File: src/rtl/lpv_pkg.sv
package lpv_pkg;

    // Control states of the validator
    typedef enum logic [2:0] {
        S_IDLE,
        S_SCAN,
        S_WALK,
        S_COMMIT,
        S_ANNOUNCE
    } lpv_state_e;

endpackage

File: src/rtl/lpv_tally.sv
// Counts enabled layers with alpha and with frontend use; flags an
// unrealisable request.
module lpv_tally #(
    parameter int N = 4
) (
    input  logic [N-1:0] en,
    input  logic [N-1:0] alpha,
    input  logic [N-1:0] fe,
    output logic         over
);
    localparam int CW = $clog2(N + 1);

    logic [CW-1:0] n_alpha;
    logic [CW-1:0] n_fe;

    always_comb begin
        n_alpha = '0;
        n_fe    = '0;
        for (int i = 0; i < N; i++) begin
            n_alpha = n_alpha + CW'(en[i] & alpha[i]);
            n_fe    = n_fe + CW'(en[i] & fe[i]);
        end
        over = (n_alpha > CW'(1)) || (n_fe > CW'(1));
    end
endmodule

File: src/rtl/lpv_ranker.sv
// Rank of each layer among the enabled ones: ascending position,
// ties resolved by lower index.
module lpv_ranker #(
    parameter int N  = 4,
    parameter int ZW = 4,
    parameter int RW = 2
) (
    input  logic [N-1:0]    en,
    input  logic [N*ZW-1:0] zpos,
    output logic [N*RW-1:0] rank
);
    for (genvar i = 0; i < N; i++) begin : g_rank
        logic [RW-1:0] cnt;
        always_comb begin
            cnt = '0;
            for (int j = 0; j < N; j++) begin
                if (j != i && en[j] &&
                    ((zpos[j*ZW +: ZW] < zpos[i*ZW +: ZW]) ||
                     ((zpos[j*ZW +: ZW] == zpos[i*ZW +: ZW]) && (j < i)))) begin
                    cnt = cnt + RW'(1);
                end
            end
        end
        assign rank[i*RW +: RW] = cnt;
    end
endmodule

File: src/rtl/lpv_picker.sv
// Selects the enabled layer holding a given rank (one-hot).
module lpv_picker #(
    parameter int N  = 4,
    parameter int RW = 2
) (
    input  logic [N-1:0]    en,
    input  logic [N*RW-1:0] rank,
    input  logic [RW-1:0]   step,
    output logic [N-1:0]    hit
);
    for (genvar i = 0; i < N; i++) begin : g_pick
        assign hit[i] = en[i] && (rank[i*RW +: RW] == step);
    end
endmodule

File: src/rtl/layer_pipe_validator.sv
module layer_pipe_validator
    import lpv_pkg::*;
#(
    parameter int N  = 4,
    parameter int ZW = 4,
    parameter int RW = (N > 1) ? $clog2(N) : 1
) (
    input  logic            clk,
    input  logic            rst_n,
    input  logic            start_i,
    input  logic [N-1:0]    layer_en_i,
    input  logic [N*ZW-1:0] zpos_i,
    input  logic [N-1:0]    alpha_i,
    input  logic [N-1:0]    frontend_i,
    output logic            done_o,
    output logic            reject_o,
    output logic [N*RW-1:0] prio_o,
    output logic [N-1:0]    pipe_o
);
    localparam logic [RW-1:0] LAST_STEP = RW'(N - 1);

    lpv_state_e state_q, state_d;

    // captured request
    logic [N-1:0]    en_q;
    logic [N*ZW-1:0] z_q;
    logic [N-1:0]    alpha_q;
    logic [N-1:0]    fe_q;

    // pass results
    logic [N*RW-1:0] rank_q;
    logic            bad_q;
    logic [RW-1:0]   step_q;
    logic            sel_q;
    logic [N-1:0]    pipe_tmp_q;

    // output registers
    logic [N*RW-1:0] prio_q;
    logic [N-1:0]    pipe_q;
    logic            reject_q;
    logic            done_q;

    logic [N*RW-1:0] rank_w;
    logic            over_w;
    logic [N-1:0]    hit_w;

    lpv_tally #(.N(N)) u_tally (
        .en    (en_q),
        .alpha (alpha_q),
        .fe    (fe_q),
        .over  (over_w)
    );

    lpv_ranker #(.N(N), .ZW(ZW), .RW(RW)) u_ranker (
        .en   (en_q),
        .zpos (z_q),
        .rank (rank_w)
    );

    lpv_picker #(.N(N), .RW(RW)) u_picker (
        .en   (en_q),
        .rank (rank_q),
        .step (step_q),
        .hit  (hit_w)
    );

    // next-state logic
    always_comb begin
        state_d = state_q;
        unique case (state_q)
            S_IDLE:     if (start_i) state_d = S_SCAN;
            S_SCAN:     state_d = S_WALK;
            S_WALK:     if (step_q == LAST_STEP) state_d = S_COMMIT;
            S_COMMIT:   state_d = S_ANNOUNCE;
            S_ANNOUNCE: state_d = S_IDLE;
            default:    state_d = S_IDLE;
        endcase
    end

    // state register
    always_ff @(posedge clk or negedge rst_n) begin
        if (!rst_n) state_q <= S_IDLE;
        else        state_q <= state_d;
    end

    // capture and the two passes
    always_ff @(posedge clk or negedge rst_n) begin
        if (!rst_n) begin
            en_q       <= '0;
            z_q        <= '0;
            alpha_q    <= '0;
            fe_q       <= '0;
            rank_q     <= '0;
            bad_q      <= 1'b0;
            step_q     <= '0;
            sel_q      <= 1'b0;
            pipe_tmp_q <= '0;
        end else begin
            unique case (state_q)
                S_IDLE: begin
                    if (start_i) begin
                        en_q    <= layer_en_i;
                        z_q     <= zpos_i;
                        alpha_q <= alpha_i;
                        fe_q    <= frontend_i;
                    end
                end
                S_SCAN: begin
                    rank_q     <= rank_w;
                    bad_q      <= over_w;
                    step_q     <= '0;
                    sel_q      <= 1'b0;
                    pipe_tmp_q <= '0;
                end
                S_WALK: begin
                    step_q <= step_q + RW'(1);
                    for (int i = 0; i < N; i++) begin
                        if (hit_w[i]) pipe_tmp_q[i] <= sel_q | alpha_q[i];
                    end
                    if ((hit_w & alpha_q) != '0) sel_q <= 1'b1;
                end
                default: ;
            endcase
        end
    end

    // output registers
    always_ff @(posedge clk or negedge rst_n) begin
        if (!rst_n) begin
            for (int i = 0; i < N; i++) prio_q[i*RW +: RW] <= RW'(i);
            pipe_q   <= '0;
            reject_q <= 1'b0;
            done_q   <= 1'b0;
        end else begin
            done_q <= (state_q == S_ANNOUNCE);
            if (state_q == S_COMMIT) begin
                reject_q <= bad_q;
                if (!bad_q) begin
                    for (int i = 0; i < N; i++) begin
                        if (en_q[i]) begin
                            prio_q[i*RW +: RW] <= rank_q[i*RW +: RW];
                            pipe_q[i]          <= pipe_tmp_q[i];
                        end
                    end
                end
            end
        end
    end

    assign done_o   = done_q;
    assign reject_o = reject_q;
    assign prio_o   = prio_q;
    assign pipe_o   = pipe_q;

endmodule

File: config.mk
export PLATFORM = sky130hd
export DESIGN_NAME = layer_pipe_validator
export DESIGN_NICKNAME = d
export VERILOG_FILES = /design/src/rtl/lpv_pkg.sv /design/src/rtl/lpv_tally.sv /design/src/rtl/lpv_ranker.sv /design/src/rtl/lpv_picker.sv /design/src/rtl/layer_pipe_validator.sv
export SDC_FILE = /design/constraint.sdc
export NUM_CORES = 1
export LEC_CHECK = 0
export ABC_AREA = 1
export BUFFER_PORTS_ARGS = -buffer_cell sky130_fd_sc_hd__buf_4
export CAP_MARGIN = 20
export CELL_PAD_IN_SITES_DETAIL_PLACEMENT = 2
export CELL_PAD_IN_SITES_GLOBAL_PLACEMENT = 2
export CORE_ASPECT_RATIO = 0.5
export CORE_MARGIN = 2
export CORE_UTILIZATION = 35
export DETAILED_ROUTE_END_ITERATION = 10
export PLACE_DENSITY_LB_ADDON = 0.05
export SLEW_MARGIN = 15
export SYNTH_ARGS = -nofsm -noshare
export SYNTH_HDL_FRONTEND = slang
export SYNTH_SLANG_ARGS = --single-unit
export TNS_END_PERCENT = 5
File: constraint.sdc
create_clock -name clk -period 2.2 [get_ports clk]
set_clock_uncertainty 0.05 [all_clocks]
set_input_delay 0.22 -clock clk [delete_from_list [all_inputs] [get_ports clk]]
set_output_delay 0.22 -clock clk [all_outputs]
set_load 0.02 [all_outputs]
==> impl_metrics.env <==
export IMPL_final_cell_mix="79 x nand2_1, 57 x dfrtp_1, 50 x buf_4, 49 x inv_1, 35 x nor2_1"
export IMPL_relSlewSlack_pct=46.7
export IMPL_drv_slew=0
export IMPL_syn_nets=457
export IMPL_hold_viol=0
export IMPL_drc=0
export IMPL_hold_class="input port to flip-flop"
export IMPL_place_congestion=0.764
export IMPL_numPortBuffers=44
export IMPL_wl_per_cell_um=16.7
export IMPL_ir_drop_mv=0.556
export IMPL_met2_usage_pct=35.0
export IMPL_ant_nets=0
export IMPL_finalCriticalPeriod_ns=2.13
export IMPL_grt_max_degree=62
export IMPL_pwr_density_cell_nw_per_um2=1750
export IMPL_vias_per_cell=4.89
export IMPL_leakagePower_nw=2.23
export IMPL_cp_required_ns=2.37
export IMPL_antenna_found_initial=0
export IMPL_synth_main_ff_cell="dfrtp_1"
export IMPL_path_class="flip-flop to flip-flop"
export IMPL_max_stage_delay_ns=0.41
export IMPL_drt_iter0_markers=70
export IMPL_layout_setup_ws_ns=0.0723
export IMPL_first_pass_iters=4
export IMPL_syn_instance_count=391
export IMPL_layout_nets=509
export IMPL_drv_cap=0
export IMPL_ys_types=28
export IMPL_diodes=0
export IMPL_grt_use_total_pct=19.9
export IMPL_core_region_area_um2=9510
export IMPL_fin_crit_sh_pct=96.7
export IMPL_area_delta_synth_final_pct=24.5
export IMPL_clkSinkCount=61
export IMPL_pin_count=45
export IMPL_r2r_start="z_q[6]"
export IMPL_grt_pass1_vias=3174
export IMPL_cp_end_kind="flip-flop"
export IMPL_grt_pass1_wl_um=16000
export IMPL_start_kind="flip-flop"
export IMPL_tightest_slew_ns=0.800
export IMPL_min_from="frontend_i[0]"
export IMPL_worstSetupEndpoint="rank_q[0]"
export IMPL_clkTransAtPathRegs_ns=0.06
export IMPL_num_rows=25
export IMPL_die_w_um=145
export IMPL_htree_levels=3
export IMPL_worstPathArrival_ns=2.30
export IMPL_initial_utilization_pct=36.3
export IMPL_synth_edf_count=0
export IMPL_fp_dieArea_um2=10700
export IMPL_setup_viol=0
export IMPL_crit_fanout=3
export IMPL_grt_overflow=0
export IMPL_utilization_pct=45.2
export IMPL_cts_tree="built"
export IMPL_synth_cell_area_um2=3460
export IMPL_fill_cells=1071
export IMPL_cts_buffer_depth=2
export IMPL_grt_util_met3_pct=4.44
export IMPL_grt_busiest_layer="met2"
export IMPL_layout_commonest_cell="nand2_1"
export IMPL_synth_seq_area_share_pct=44.3
export IMPL_via_count=2849
export IMPL_drive_gt1_share_pct=23.0
export IMPL_rsz0062_at_grt="yes"
export IMPL_reg2reg_to="rank_q[0]"
export IMPL_crit_chain="inv_1, ha_1, nand2_1, o21ai_1, o21ai_2, nor2_1, inv_1, ha_4, nand4_1, nand3_1, nand2_1"
export IMPL_cp_slowest_cell="dfrtp_1"
export IMPL_die_h_um=74.3
export IMPL_reg2regPathDepth=11
export IMPL_syn_area_per_cell_um2=8.84
export IMPL_clock_fmax_ghz=0.470
export IMPL_dpl_hpwl_um=7150
export IMPL_dp_slack_ns=0.0369
export IMPL_drt_total_wl_um=9740
export IMPL_reg2reg_slack_ns=0.07
export IMPL_cts_root_buf="clkbuf_16"
export IMPL_synth_async_reset_ratio_pct=100
export IMPL_outcome="finished, final reports clean"
export IMPL_insertion_delay_ns=0.33
export IMPL_yosys_warnings=0
export IMPL_ys_seq_elements=61
export IMPL_cp_startpoint="z_q[6]"
export IMPL_grt_use_met1_pct=25.1
export IMPL_cts_buffers=9
metal layers:
| metal | wire length [µm] | vias up |
|---|---|---|
| met5 | 0 | - |
| met1 | 4620 | 1434 |
| met4 | 106 | 0 |
| li1 | - | 1372 |
| met2 | 4750 | 35 |
| met3 | 269 | 8 |
critical path, delay by kind of cell (launching register included):
family          cells  cell delay [ns]
fa+ha+maj           2             0.56
simple gates        5             0.53
flops               1             0.41
compound gates      2             0.27
buf+inv             2             0.19
metrics by stage:
stage                     cells  hold slack (ns)  TNS, ns  total power [mW]  cell area, µm²
final                       583           0.0659        0              7.51            4300
after global routing        583           0.0675  -0.0224              8.27            4300
after CTS                   579           0.0550        0              7.45            4240
after detailed placement    562            0.318        0              5.88            3920
after global placement      562            0.298        0              5.57            3920
after floorplan             391           -0.126        0              4.63            3460
power breakdown:
group | internal (mW) | switching [mW]
Clock | 0.934 | 0.513
Combinational | 1.60 | 2.34
Sequential | 1.64 | 0.483
cell families (layout without fill, tap and decap cells):
group	Yosys count	count (layout)	synth area share (%)
xor+xnor	4	4	1.01
fa+ha+maj	35	35	13.1
mux	19	19	6.95
compound gates	57	57	8.58
simple gates	152	152	18.5
buf+inv	63	120	7.57
flops	61	61	44.3
registers in the layout (all words and copies together), names as in the netlist:
name        count
state_q         3
rank_q          8
reject_o        1
prio_o          8
sel_q           1
pipe_o          4
fe_q            4
pipe_tmp_q      4
en_q            4
step_q          2
done_o          1
z_q            16
alpha_q         4
bad_q           1
cell type report:
cell class                      instances  area, µm²  share of cell area (%)
Clock buffer                           12        256                    5.96
Clock inverter                          4       47.5                    1.11
Inverter                               52        195                    4.54
Multi-Input combinational cell        267       1700                    39.4
Sequential cell                        61       1530                    35.6
Tap cell                              135        169                    3.93
Timing Repair Buffer                   52        405                    9.42
synthesized netlist by cell type, drive strengths merged (2+ instances only):
cell type / count / share of area [%]
fa: 2 / 1.2
o21bai: 3 / 0.65
nand2: 83 / 9.2
buf: 8 / 1.6
ha: 33 / 12
dfrtp: 57 / 41
nor3: 4 / 0.58
nor2: 37 / 4.3
xnor2: 4 / 1.0
nand4: 6 / 1.1
nand3: 22 / 3.3
clkbuf: 3 / 0.33
mux2: 19 / 7.0
dfstp: 4 / 3.0
a21oi: 25 / 3.6
o21ai: 27 / 3.9
inv: 51 / 5.5
repair_timing:
item,4_1_cts,5_1_grt
endpoints found under the setup margin,1,5
pin swaps,0,3
gates resized for setup,1,10
setup buffers,0,4
hold endpoints to repair,57,0
gates cloned,0,0
hold buffers,1,0
worst min path at each step:
stage,endpoint,slack (ns),cells after the start
2_1_floorplan,alpha_q[0],-0.13,0
3_3_place_gp,done_o,0.30,1
3_5_place_dp,done_o,0.32,1
4_1_cts,fe_q[0],0.06,2
5_1_grt,fe_q[0],0.07,2
6_report,fe_q[0],0.07,2
No activity file was read; power rests on OpenSTA's default activity.
